<file path="src/rtl/sd_cmd_pkg.sv">
package sd_cmd_pkg;

    typedef enum logic [2:0] {
        ST_IDLE,
        ST_SEND,
        ST_WAIT,
        ST_RECV,
        ST_BUSY
    } eng_state_t;

    // command word fields
    localparam int CW_START  = 15;
    localparam int CW_FAILED = 14;
    localparam int CW_BUSY   = 11;
    localparam int CW_NORSP  = 10;
    localparam int CW_LONG   = 9;

    // status bits
    localparam int SB_CRC  = 4;
    localparam int SB_TMO  = 6;
    localparam int SB_BUSY = 10;

    // register indices
    localparam logic [2:0] RA_CMD = 3'd0;
    localparam logic [2:0] RA_ARG = 3'd1;
    localparam logic [2:0] RA_TMO = 3'd2;
    localparam logic [2:0] RA_STS = 3'd3;

    localparam int FRAME_W = 48;
    localparam int LONG_W  = 136;
    localparam int RSP_W   = 128;

endpackage

</file>
<file path="src/rtl/sd_crc7.sv">
module sd_crc7 #(
    parameter int DATA_W = 40
) (
    input  logic [DATA_W-1:0] data_i,
    output logic [6:0]        crc_o
);
    always_comb begin
        logic [6:0] c;
        logic       fb;
        c = '0;
        for (int i = DATA_W - 1; i >= 0; i--) begin
            fb = data_i[i] ^ c[6];
            c  = {c[5:0], 1'b0} ^ (fb ? 7'h09 : 7'h00);
        end
        crc_o = c;
    end
endmodule

</file>
<file path="src/rtl/sd_cmd_tx.sv">
module sd_cmd_tx #(
    parameter int FRAME_W = 48
) (
    input  logic               clk,
    input  logic               rst_n,
    input  logic               load_i,
    input  logic [FRAME_W-1:0] frame_i,
    input  logic               adv_i,
    output logic               bit_o,
    output logic               last_o
);
    localparam int CNT_W = $clog2(FRAME_W);
    localparam logic [CNT_W-1:0] LAST = CNT_W'(FRAME_W - 1);

    logic [FRAME_W-1:0] shreg_q;
    logic [CNT_W-1:0]   cnt_q;

    always_ff @(posedge clk or negedge rst_n) begin
        if (!rst_n) begin
            shreg_q <= '1;
            cnt_q   <= '0;
        end else if (load_i) begin
            shreg_q <= frame_i;
            cnt_q   <= '0;
        end else if (adv_i) begin
            shreg_q <= {shreg_q[FRAME_W-2:0], 1'b1};
            cnt_q   <= cnt_q + 1'b1;
        end
    end

    assign bit_o  = shreg_q[FRAME_W-1];
    assign last_o = (cnt_q == LAST);
endmodule

</file>
<file path="src/rtl/sd_cmd_engine.sv">
module sd_cmd_engine
    import sd_cmd_pkg::*;
#(
    parameter int               TMO_W    = 32,
    parameter logic [TMO_W-1:0] TMO_INIT = TMO_W'(32'h00F0_0000)
) (
    input  logic        clk,
    input  logic        rst_n,
    input  logic        sd_tick,
    input  logic        reg_wr,
    input  logic [2:0]  reg_addr,
    input  logic [31:0] reg_wdata,
    output logic [31:0] reg_rdata,
    output logic        cmd_oe,
    output logic        cmd_out,
    input  logic        cmd_in,
    input  logic        dat0_in
);
    localparam int RCNT_W = $clog2(LONG_W);
    localparam logic [RCNT_W-1:0] SHORT_LAST = RCNT_W'(FRAME_W - 1);
    localparam logic [RCNT_W-1:0] LONG_LAST  = RCNT_W'(LONG_W - 1);

    eng_state_t        state_q, state_d;
    logic [13:0]       cmd_q;
    logic              failed_q;
    logic [31:0]       arg_q;
    logic [TMO_W-1:0]  tmo_q, wait_q;
    logic              sts_crc_q, sts_tmo_q, sts_busy_q;
    logic [RSP_W-2:0]  rx_q;
    logic [RCNT_W-1:0] rcnt_q;
    logic [31:0]       rsp_q [4];

    logic              wr_cmd, start, tx_bit, tx_last, tx_adv;
    logic [39:0]       tx_body;
    logic [6:0]        tx_crc, rx_crc;
    logic [RSP_W-1:0]  rx_next;
    logic              rx_done, crc_err, tmo_hit, is_long;

    assign wr_cmd  = reg_wr && (reg_addr == RA_CMD);
    assign start   = wr_cmd && (state_q == ST_IDLE) && reg_wdata[CW_START];
    assign tx_body = {2'b01, reg_wdata[5:0], arg_q};
    assign tx_adv  = (state_q == ST_SEND) && sd_tick;
    assign is_long = cmd_q[CW_LONG];
    assign rx_next = {rx_q, cmd_in};
    assign rx_done = (state_q == ST_RECV) && sd_tick &&
                     (rcnt_q == (is_long ? LONG_LAST : SHORT_LAST));
    assign crc_err = !is_long && (rx_crc != rx_next[7:1]);
    assign tmo_hit = (state_q == ST_WAIT) && sd_tick && cmd_in &&
                     (({1'b0, wait_q} + 1'b1) >= {1'b0, tmo_q});

    sd_crc7 #(.DATA_W(40)) u_tx_crc (.data_i(tx_body), .crc_o(tx_crc));
    sd_crc7 #(.DATA_W(40)) u_rx_crc (.data_i(rx_next[47:8]), .crc_o(rx_crc));

    sd_cmd_tx #(.FRAME_W(FRAME_W)) u_tx (
        .clk    (clk),
        .rst_n  (rst_n),
        .load_i (start),
        .frame_i({tx_body, tx_crc, 1'b1}),
        .adv_i  (tx_adv),
        .bit_o  (tx_bit),
        .last_o (tx_last)
    );

    // next-state logic
    always_comb begin
        state_d = state_q;
        unique case (state_q)
            ST_IDLE: if (start) state_d = ST_SEND;
            ST_SEND: if (sd_tick && tx_last)
                         state_d = cmd_q[CW_NORSP] ? ST_IDLE : ST_WAIT;
            ST_WAIT: if (sd_tick) begin
                         if (!cmd_in)      state_d = ST_RECV;
                         else if (tmo_hit) state_d = ST_IDLE;
                     end
            ST_RECV: if (rx_done)
                         state_d = (crc_err || !cmd_q[CW_BUSY]) ? ST_IDLE : ST_BUSY;
            ST_BUSY: if (sd_tick && dat0_in) state_d = ST_IDLE;
            default: state_d = ST_IDLE;
        endcase
    end

    // state register
    always_ff @(posedge clk or negedge rst_n) begin
        if (!rst_n) state_q <= ST_IDLE;
        else        state_q <= state_d;
    end

    // register file and datapath
    always_ff @(posedge clk or negedge rst_n) begin
        if (!rst_n) begin
            cmd_q      <= '0;
            failed_q   <= 1'b0;
            arg_q      <= '0;
            tmo_q      <= TMO_INIT;
            wait_q     <= '0;
            sts_crc_q  <= 1'b0;
            sts_tmo_q  <= 1'b0;
            sts_busy_q <= 1'b0;
            rx_q       <= '0;
            rcnt_q     <= '0;
            for (int k = 0; k < 4; k++) rsp_q[k] <= '0;
        end else begin
            if (wr_cmd && state_q == ST_IDLE) begin
                cmd_q <= reg_wdata[13:0];
                if (reg_wdata[CW_START]) failed_q <= 1'b0;
            end
            if (reg_wr && reg_addr == RA_ARG) arg_q <= reg_wdata;
            if (reg_wr && reg_addr == RA_TMO) tmo_q <= reg_wdata[TMO_W-1:0];
            if (reg_wr && reg_addr == RA_STS) begin
                if (reg_wdata[SB_CRC])  sts_crc_q  <= 1'b0;
                if (reg_wdata[SB_TMO])  sts_tmo_q  <= 1'b0;
                if (reg_wdata[SB_BUSY]) sts_busy_q <= 1'b0;
            end
            if (state_q == ST_SEND) wait_q <= '0;
            if (state_q == ST_WAIT && sd_tick) begin
                if (cmd_in) begin
                    wait_q <= wait_q + 1'b1;
                end else begin
                    rcnt_q <= RCNT_W'(1);
                    rx_q   <= rx_next[RSP_W-2:0];
                end
            end
            if (tmo_hit) begin
                sts_tmo_q <= 1'b1;
                failed_q  <= 1'b1;
            end
            if (state_q == ST_RECV && sd_tick) begin
                rx_q   <= rx_next[RSP_W-2:0];
                rcnt_q <= rcnt_q + 1'b1;
            end
            if (rx_done) begin
                for (int k = 0; k < 4; k++)
                    rsp_q[k] <= is_long ? rx_next[32*k +: 32]
                                        : ((k == 0) ? rx_next[39:8] : 32'h0);
                if (crc_err) begin
                    sts_crc_q <= 1'b1;
                    failed_q  <= 1'b1;
                end
            end
            if (state_q == ST_BUSY && sd_tick && dat0_in) sts_busy_q <= 1'b1;
        end
    end

    // outputs
    always_comb begin
        cmd_oe  = (state_q == ST_SEND);
        cmd_out = cmd_oe ? tx_bit : 1'b1;
        if (reg_addr[2]) begin
            reg_rdata = rsp_q[reg_addr[1:0]];
        end else begin
            unique case (reg_addr[1:0])
                2'd0: reg_rdata = {16'h0, (state_q != ST_IDLE), failed_q, cmd_q};
                2'd1: reg_rdata = arg_q;
                2'd2: reg_rdata = 32'(tmo_q);
                default: reg_rdata = {21'h0, sts_busy_q, 3'b000, sts_tmo_q,
                                      1'b0, sts_crc_q, 4'h0};
            endcase
        end
    end
endmodule

</file>
<file path="config.mk">
export PLATFORM = sky130hd
export DESIGN_NAME = sd_cmd_engine
export DESIGN_NICKNAME = d
export VERILOG_FILES = /design/src/rtl/sd_cmd_pkg.sv /design/src/rtl/sd_crc7.sv /design/src/rtl/sd_cmd_tx.sv /design/src/rtl/sd_cmd_engine.sv
export SDC_FILE = /design/constraint.sdc
export NUM_CORES = 1
export LEC_CHECK = 0
export ABC_AREA = 1
export BUFFER_PORTS_ARGS = -buffer_cell sky130_fd_sc_hd__buf_4
export CORE_MARGIN = 2
export CORE_UTILIZATION = 55
export DETAILED_ROUTE_END_ITERATION = 12
export PLACE_DENSITY = 0.75
export SETUP_SLACK_MARGIN = 0.02
export SLEW_MARGIN = 10
export SYNTH_ARGS = -nofsm -noshare
export SYNTH_HDL_FRONTEND = slang
export SYNTH_SLANG_ARGS = --single-unit
</file>
<file path="constraint.sdc">
create_clock -name clk -period 4 [get_ports clk]
set_input_delay 1 -clock clk [delete_from_list [all_inputs] [get_ports clk]]
set_output_delay 1 -clock clk [all_outputs]
set_load 0.05 [all_outputs]
</file>
==> results of run 1 <==
flip-flops by register name, indices dropped and copies added, names as in the netlist:
| name | flops |
|---|---|
| failed_q | 1 |
| sts_crc_q | 1 |
| sts_tmo_q | 1 |
| u_tx.cnt_q | 6 |
| wait_q | 32 |
| sts_busy_q | 1 |
| u_tx.shreg_q | 47 |
| rsp_q | 128 |
| rx_q | 127 |
| rcnt_q | 8 |
| cmd_q | 14 |
| tmo_q | 32 |
| arg_q | 32 |
| state_q | 3 |
critical path, cell delays in order (launching register included):
cell,delay (ns)
dfrtp_1,0.39
buf_6,0.12
nand3_4,0.09
nor2_4,0.13
inv_2,0.06
nor4_4,0.17
nand3_1,0.14
nor3_2,0.20
nand4_1,0.16
nor4_2,0.33
nand2_1,0.15
nor2_2,0.18
nand2_2,0.10
nor2_2,0.10
nand2_2,0.08
nor3_2,0.15
xor2_1,0.21
inv_1,0.10
ha_4,0.28
nand2_2,0.05
nor4_2,0.19
nand4_1,0.10
nand4_1,0.18
nand2_1,0.12
nand3_2,0.10
nand2_4,0.08
nor3_2,0.17
a21oi_1,0.07
cell usage in the layout, fill, tap and decap left out, drive strengths merged, types with 2 or more instances in the layout:
cell type    n
clkinvlp     2
o21ai      316
nor2        79
clkbuf      64
a31oi       16
o221ai       6
o32ai        2
buf        182
a22oi       11
o22ai       95
nand3      212
a21oi       40
nand4       13
ha          35
nor3        25
clkinv      16
xor2        45
nor4         9
dfstp       51
bufinv       3
dfrtp      382
o211ai      51
a41oi        6
inv        386
or2          7
nand2      880
a221oi      16
xnor2       19
through the flow:
| stage | hold slack [ns] | cells |
|---|---|---|
| global route | 0.498 | 3501 |
| floorplan | 0.448 | 2850 |
| CTS | 0.470 | 3498 |
| global placement | 0.457 | 3391 |
| detailed placement | 0.462 | 3391 |
| finish | 0.460 | 3501 |
synthesized netlist by cell type (5+ instances only):
master    instances
nand4_1          13
a21oi_1          40
nor4_1            8
clkbuf_1        130
dfrtp_1         382
ha_1             35
nor2_1           77
xor2_1           42
nand2_1         873
inv_1           378
dfstp_2          51
o21ai_0         316
a31oi_1          16
xnor2_1          14
o221ai_1          6
nand2_2           6
o211ai_1         51
a41oi_1           6
nor3_1           24
nand3_1         210
clkinv_1          5
inv_2             6
o22ai_1          95
xnor2_2           5
a221oi_1         16
a22oi_1          11
buf_1             6
cells by family (layout without fill, tap and decap cells):
family	after synthesis	count (layout)	synth area share, %
xor gates and xnor gates	64	64	2.79
AOI/OAI and AO/OA	564	564	14.6
buffers and inverters	527	653	8.92
and+or+nand+nor	1227	1227	22.7
adders and majority gates	35	35	1.97
DFF	433	433	49.1
metal layers:
metal | share of wire (%) | vias up | wire (microns)
met5 | 0.021 | - | 14
met4 | 3.7 | 2 | 2430
met3 | 7.4 | 138 | 4870
met2 | 47 | 776 | 30800
met1 | 42 | 9628 | 27800
li1 | - | 9461 | -
cell type report:
type	count	area (sq um)	area share [%]
Clock buffer	64	1330	5.19
Clock inverter	18	189	0.737
Inverter	389	1460	5.70
Multi-Input combinational cell	1890	9580	37.4
Sequential cell	433	10900	42.6
Tap cell	525	657	2.56
Timing Repair Buffer	182	1500	5.87
worst min-delay path by stage:
stage                     from         endpoint  slack [ns]  depth (start not counted)
2_1_floorplan  u_tx.shreg_q[4]  u_tx.shreg_q[4]        0.45                          2
3_3_place_gp   u_tx.shreg_q[4]  u_tx.shreg_q[4]        0.46                          2
3_5_place_dp   u_tx.shreg_q[5]  u_tx.shreg_q[5]        0.46                          2
4_1_cts        u_tx.shreg_q[5]  u_tx.shreg_q[5]        0.47                          2
5_1_grt        u_tx.shreg_q[5]  u_tx.shreg_q[5]        0.50                          2
6_report                 rst_n         arg_q[3]        0.46                          1
power breakdown:
part | internal [mW] | leakage, nW | total (mW) | switching [mW]
clock network | 2.52 | 0.753 | 4.34 | 1.82
logic | 3.06 | 6.56 | 9.55 | 6.49
registers | 5.28 | 5.48 | 5.91 | 0.625
total | 10.9 | 12.8 | 19.8 | 8.93
what timing repair did:
| action | CTS | global route |
|---|---|---|
| cloned | 0 | 0 |
| endpoints found under the hold margin | 0 | 0 |
| endpoints found under the setup margin | 5 | 6 |
| pin swaps | 15 | 20 |
| setup buffers | 26 | 4 |
| resized for setup | 27 | 27 |
==> impl_metrics.toml, run 1 <==
[status]
status = "finished, violations left"
violations = "negative setup slack"

[grt]
grt_use_total_pct = 32.0
grt-busiest-layer = "met2"
antenna_found_initial = 1
globalRouteMet1Util_pct = 43.5
grt.overflow.total = 0
grt_pass1_vias = 19400
grt_pass1_wl_microns = 105000
grt_max_degree = 176
met3_usage_pct = 5.54
gr-usage-met2_pct = 51.5

[sta]
rsz0062_at_grt = "true"
worst_slew_margin_rel_pct = 27.9
finalWorstSetupSlack_ns = -0.316
max_freq_ghz = 0.232
tns_ns = -1.14
skew_ns = 0.0155
fin_crit_sh_pct = 108
slew_viol_final = 0
setup_viol_count_final = 5
final_hold_viol_count = 0
fin_crit_ns = 4.32
tightest_slew_ns = 1.08

[floorplan]
initial_core_util_pct = 55.8
die_x_microns = 205
ios = 75
core_sq_um = 39800
die_height_microns = 205
die_area_sq_um = 42000
rows = 73

[synth]
synth_top_cell_area_share_pct = 43.0
ys.flop_type = "dfrtp_1"
async_reset_ff_share_pct = 100
synth_edf_count = 0
synth.top_cells.by_area = "dfrtp_1 (43%), nand2_1 (15%), o21ai_0 (7.1%)"
synthesis.instances = 2850
ys_seq_elements = 433
synth_warnings = 0
yosys.area.top_type = "dfrtp_1"
synthesis.nets = 2926
avgSynthCellArea_sq_um = 7.79
ys_types = 45
syn_area_sq_um = 22200
yosysSeqAreaShare_pct = 49.1

[place]
port_buffers = 74
post-dp-hpwl_microns = 46000
routabilityCongestion = 0.977
post-place-ws_ns = -0.307
place_area_sq_um = 23700

[route]
vias = 20000
drt-initial-drc-count = 1877
vias_per_cell = 5.71
drt_wl_total_microns = 66000
ant_nets = 0
wl_per_cell_microns = 18.9
drc_errors = 0
firstDrtPassIters = 5

[final_layout]
fillers = 3401
layout-drive-gt1-share_pct = 13.1
post-route-util_pct = 64.3
final_nets = 3018
final_cell_area_sq_um = 25600
diodes = 0
syn2layout_area_growth_pct = 15.3

[run]
drv_cap = 0

[clock_network]
cts_root_buf = "clkbuf_16"
clkTransAtPathRegs_ns = 0.06
clock_latency_ns = 0.59
cts_max_path_buffers = 3
cts_buffers = 46
cts_tree = "yes"
postCtsHoldBufs = 0
cts_max_level = 2
clock_sinks = 433

[pwr]
ir_drop_uv = 947
leakage_nw = 12.8
pwr_density_cell_nw_per_um2 = 773
finalPower_mw = 19.8

[critical_path]
rrSetupSlack_ns = -0.32
r2r-end = "state_q[1]"
cp-end-kind = "register"
crit_type = "reg -> reg"
worstSetupStartpoint = "wait_q[0]"
startpoint_type = "register"
required_ns = 4.47
cp_max_fo = 5
reg2reg_depth = 27
timing.rr.start = "wait_q[0]"
cp.arrival_ns = 4.79
crit_end = "state_q[1]"

[hold_path]
hold_path_class = "in -> async"
No activity file was read; power rests on OpenSTA's default activity.
==> inputs of run 2 (changes only) <==
--- a/config.mk
+++ b/config.mk
@@ -10,7 +10,7 @@
 export CORE_MARGIN = 2
 export CORE_UTILIZATION = 55
 export DETAILED_ROUTE_END_ITERATION = 12
-export PLACE_DENSITY = 0.75
+export PLACE_DENSITY = 0.72
 export SETUP_SLACK_MARGIN = 0.02
 export SLEW_MARGIN = 10
 export SYNTH_ARGS = -nofsm -noshare
==> constraint.sdc (replaced) <==
create_clock -name clk -period 4.8 [get_ports clk]
set_input_delay 1.2 -clock clk [delete_from_list [all_inputs] [get_ports clk]]
set_output_delay 1.2 -clock clk [all_outputs]
set_load 0.05 [all_outputs]
==> impl_metrics.toml, run 2 (synthesized netlist as in run 1, its figures left out) <==
[sta]
hold_ws_ns = 0.475
finalWorstSetupSlack_ns = 0.446
worst_slew_margin_rel_pct = 21.0
tns_ns = 0
final_hold_viol_count = 0
tightest_slew_ns = 1.18
setup_viol_count_final = 0
max_freq_ghz = 0.230
rsz0062_at_grt = "false"
slew_viol_final = 0
fin_crit_sh_pct = 90.7
fin_crit_ns = 4.35
skew_ns = 0.0242

[place]
placedCellCount = 3357
post-dp-hpwl_microns = 46100
post-place-ws_ns = 0.372
port_buffers = 74
routabilityCongestion = 0.977
place_area_sq_um = 23400

[hold_path]
holdPathEnd = "u_tx.shreg_q[5]"
min_from = "u_tx.shreg_q[5]"
min_path_cells = 2
hold_path_class = "reg -> reg"

[pwr]
leakage_nw = 12.6
finalPower_mw = 16.6
pwr_density_cell_nw_per_um2 = 661
ir_drop_uv = 677

[clock_network]
cts_root_buf = "clkbuf_16"
cts_max_level = 2
clock_sinks = 433
cts_buffers = 48
clkTransAtPathRegs_ns = 0.06
clock_latency_ns = 0.60
cts_max_path_buffers = 3
cts_tree = "yes"

[floorplan]
rows = 73
ios = 75
die_height_microns = 205
die_area_sq_um = 42000
die_x_microns = 205
initial_core_util_pct = 55.8
core_sq_um = 39800

[route]
drt-initial-drc-count = 2046
vias_per_cell = 5.72
firstDrtPassIters = 6
wl_per_cell_microns = 19.0
drt_wl_total_microns = 65600
ant_nets = 0
vias = 19700
drc_errors = 0

[status]
status = "complete, no violations"

[critical_path]
timing.rr.start = "wait_q[0]"
required_ns = 5.28
cp.arrival_ns = 4.84
cp_slowest_stage_delay_ns = 0.44
cp-end-kind = "register"
r2r-end = "state_q[2]"
cp_slowest_cell = "dfrtp_1"
rrSetupSlack_ns = 0.45
startpoint_type = "register"
reg2reg_depth = 34
crit_type = "reg -> reg"
cp_max_fo = 5

[final_layout]
final_cell_area_sq_um = 25200
diodes = 0
mostFrequentLayoutCells = "nand2_1 (869), dfrtp_1 (381), inv_1 (377)"
largest_reg_flops = 128
reg_top3 = "rsp_q x128, rx_q x127, u_tx.shreg_q x47"
final_nets = 2961
post-route-util_pct = 63.2
syn2layout_area_growth_pct = 13.3
top_register = "rsp_q"
multiInputGateArea_sq_um = 9420
regArea_sq_um = 10900
layout_commonest_cell = "nand2_1"
layout-drive-gt1-share_pct = 10.4
fillers = 3480
fin_cells = 3450

[grt]
grt_pass1_wl_microns = 104000
grt.overflow.total = 0
grt_pass1_vias = 18800
grt_use_total_pct = 31.8
grt_max_degree = 109
antenna_found_initial = 0

[run]
drv_cap = 0
==> run 2: cell count changes in the layout (fill, tap and decap cells not counted), moves of 5 or more <==
cell,before,now
nor3_1,16,22
nand2_2,16,9
nor3_2,8,3
nand2_1,861,869
buf_4,170,112
o21ai_0,311,316
o21ai_1,5,0
==> run 2: how the worst max path moves through the flow <==
stage | startpoint | cells after the start | end
final | wait_q[0] | 34 | state_q[2]
after global routing | wait_q[0] | 26 | state_q[1]
after CTS | wait_q[2] | 26 | state_q[0]
after detailed placement | wait_q[0] | 26 | state_q[0]
after global placement | wait_q[0] | 35 | state_q[2]
after floorplan | reg_addr[1] | 7 | reg_rdata[1]
==> run 2: layout make-up <==
class,count,share of cell area [%]
Tap cell,525,2.61
Multi-Input combinational cell,1890,37.4
Clock inverter,24,1.33
Timing Repair Buffer,123,4.20
Inverter,389,5.80
Clock buffer,66,5.32
Sequential cell,433,43.3
==> run 2: power by group <==
part	total (mW)	leakage (nW)	internal [mW]	switching, mW
clock network	3.93	0.823	2.34	1.59
registers	4.93	5.48	4.40	0.527
logic	7.78	6.27	2.48	5.29
total	16.6	12.6	9.23	7.41
==> run 2: what timing repair did <==
action	CTS	global route
resized for setup	0	11
endpoints found under the hold margin	0	0
hold buffers	0	0
setup endpoints to repair	0	3
buffers inserted	0	3
==> run 2: routing by layer <==
layer / vias to the layer above / routed length [microns] / global-route usage, %
li1: 9333 / - / -
met1: 9515 / 27900 / 43.7
met2: 755 / 30300 / 50.1
met3: 139 / 4820 / 5.57
met4: 0 / 2600 / 13.1
met5: - / 0 / 0
==> run 2: worst max-delay path, delay by kind of cell, from the launching register on <==
| kind | cells | cell delay, ns |
|---|---|---|
| flip-flops | 1 | 0.44 |
| AND/OR/NAND/NOR | 20 | 2.07 |
| XOR/XNOR | 1 | 0.23 |
| buffers and inverters | 6 | 0.47 |
| AO/OA/AOI/OAI | 5 | 0.58 |
| adder cells (fa/ha/maj) | 2 | 0.46 |
==> inputs of run 3 (changes only) <==
--- a/config.mk
+++ b/config.mk
@@ -6,11 +6,11 @@
 export NUM_CORES = 1
 export LEC_CHECK = 0
 export ABC_AREA = 1
-export BUFFER_PORTS_ARGS = -buffer_cell sky130_fd_sc_hd__buf_4
 export CORE_MARGIN = 2
 export CORE_UTILIZATION = 55
 export DETAILED_ROUTE_END_ITERATION = 12
-export PLACE_DENSITY = 0.72
+export DONT_BUFFER_PORTS = 1
+export PLACE_DENSITY = 0.7
 export SETUP_SLACK_MARGIN = 0.02
 export SLEW_MARGIN = 10
 export SYNTH_ARGS = -nofsm -noshare
==> impl_metrics.toml, run 3 (synthesized netlist as in run 1, its figures left out) <==
[floorplan]
die_x_microns = 205
die_area_sq_um = 42000
ios = 75
core_sq_um = 39800
initial_core_util_pct = 55.8
die_height_microns = 205
rows = 73

[clock_network]
clock_sinks = 433
clkTransAtPathRegs_ns = 0.06
cts_max_level = 2
cts_tree = "yes"
postCtsHoldBufs = 0
cts_max_path_buffers = 3
cts_buffers = 46
clock_latency_ns = 0.59
cts_root_buf = "clkbuf_16"

[pwr]
pwr_density_cell_nw_per_um2 = 657
power_switching_mw = 7.31
seq_power_share_pct = 30.3
p_int_mw = 8.96
pwr-share-comb_pct = 47.5
pwr-share-clk_pct = 22.2
ir_drop_uv = 748
leakage_nw = 12.3
finalPower_mw = 16.3
switching_share_pct = 44.9

[grt]
grt_use_total_pct = 31.6
grt.overflow.total = 0
grt_pass1_vias = 19100
grt_pass1_wl_microns = 103000
antenna_found_initial = 1
grt_max_degree = 434

[final_layout]
layout-drive-gt1-share_pct = 9.67
layout_commonest_cell = "nand2_1"
reg_top3 = "rsp_q x128, rx_q x127, u_tx.shreg_q x47"
regArea_sq_um = 10900
syn2layout_area_growth_pct = 11.4
final_nets = 2914
diodes = 0
final_cell_area_sq_um = 24800
multiInputGateArea_sq_um = 9510
largest_reg_flops = 128
top_register = "rsp_q"
mostFrequentLayoutCells = "nand2_1 (865), dfrtp_1 (381), inv_1 (376)"
fillers = 3599

[sta]
fin_crit_sh_pct = 92.5
skew_ns = 0.0206
worst_slew_margin_rel_pct = 18.0
setup_viol_count_final = 0
slew_viol_final = 0
tightest_slew_ns = 1.23
final_hold_viol_count = 0
max_freq_ghz = 0.225
fin_crit_ns = 4.44
finalWorstSetupSlack_ns = 0.361

[route]
vias = 19500
drt-initial-drc-count = 2024
firstDrtPassIters = 6
vias_per_cell = 5.74
ant_nets = 0
drc_errors = 0
wl_per_cell_microns = 19.2
drt_wl_total_microns = 65200

[place]
port_buffers = 0
post-dp-hpwl_microns = 44700
place_area_sq_um = 23000
routabilityCongestion = 0.922
post-place-ws_ns = 0.330

[critical_path]
crit_family = "simple AND/OR/NAND/NOR gates"
crit_type = "reg -> reg"
critPathBufInv = 3
cp_max_fo = 5
required_ns = 5.28
cp_slowest_stage_delay_ns = 0.40
startpoint_type = "register"
cp-end-kind = "register"
cp_slowest_cell = "dfrtp_1"
cp.arrival_ns = 4.92

[hold_path]
hold_path_class = "in -> async"

[run]
drv_cap = 0

[status]
status = "complete, no violations"
-- run 3: repair_timing --
action	4_1_cts	5_1_grt
resized for setup	0	34
setup buffers	0	10
setup endpoints to repair	0	5
-- run 3: final timing paths --
check / startpoint / end / slack, ns / cells after the start
hold / removal: rst_n / u_tx.cnt_q[2] / 0.31 / 0
min in group clk: u_tx.shreg_q[5] / u_tx.shreg_q[5] / 0.47 / 2
setup reg to reg: wait_q[0] / state_q[0] / 0.36 / 27
hold reg to reg: u_tx.shreg_q[5] / u_tx.shreg_q[5] / 0.47 / 2
setup / recovery: wait_q[0] / state_q[0] / 0.36 / 27
max in group asynchronous: rst_n / rx_q[82] / 3.48 / 0
-- run 3: per-stage QoR --
stage | std cells | TNS [ns] | hold WS [ns] | util (%)
after global routing | 3400 | -0.0512 | 0.308 | 62.2
after global placement | 3305 | 0 | 0.455 | 57.7
after CTS | 3390 | 0 | 0.302 | 61.6
after floorplan | 2850 | 0 | 0.448 | -
final | 3400 | 0 | 0.308 | 62.2
after detailed placement | 3305 | 0 | 0.463 | 57.7
-- run 3: cell type report --
cell class,instances,share of cell area (%)
multi-input cells,1890,38.4
clock buffers,66,5.53
clock inverters,19,0.667
inverters,389,5.90
flip-flops and latches,433,44.1
repair buffers,78,2.77
well taps,525,2.65
-- run 3: power by group through the flow --
stage	logic (mW)	registers, mW	clock network [mW]
after floorplan	6.05	4.77	0
after global placement	7.39	4.95	0
after detailed placement	7.60	4.97	0
after CTS	7.63	4.91	3.67
after global routing	8.79	5.00	3.82
final	7.72	4.93	3.62
-- run 3: per-layer routing --
| layer | part of all wire [%] | routed length, microns | up-vias | track usage [%] |
|---|---|---|---|---|
| met5 | 0.017 | 11 | - | 0 |
| met4 | 4.6 | 2980 | 2 | 14.5 |
| met3 | 6.2 | 4030 | 151 | 4.80 |
| met2 | 46 | 29900 | 661 | 50.1 |
| met1 | 43 | 28200 | 9474 | 43.0 |
| li1 | - | - | 9223 | - |
-- run 3: worst register-to-register path: stages (launching register included) --
cell     delay (ns)
dfrtp_1        0.40
buf_4          0.14
nand3_2        0.12
nor2_4         0.11
inv_1          0.09
nor4_4         0.29
nand3_1        0.11
nor3_1         0.14
nand4_1        0.18
nor4_2         0.29
nand2_1        0.14
nor2_2         0.16
nand2_2        0.09
nor2_2         0.10
nand2_2        0.09
nor2_2         0.10
xor2_1         0.22
inv_1          0.07
ha_1           0.27
nand2_1        0.07
nor4_2         0.26
nand4_1        0.11
nand4_1        0.25
nand2_1        0.11
nand3_1        0.09
nand2_2        0.10
nor3_2         0.17
a21oi_1        0.06
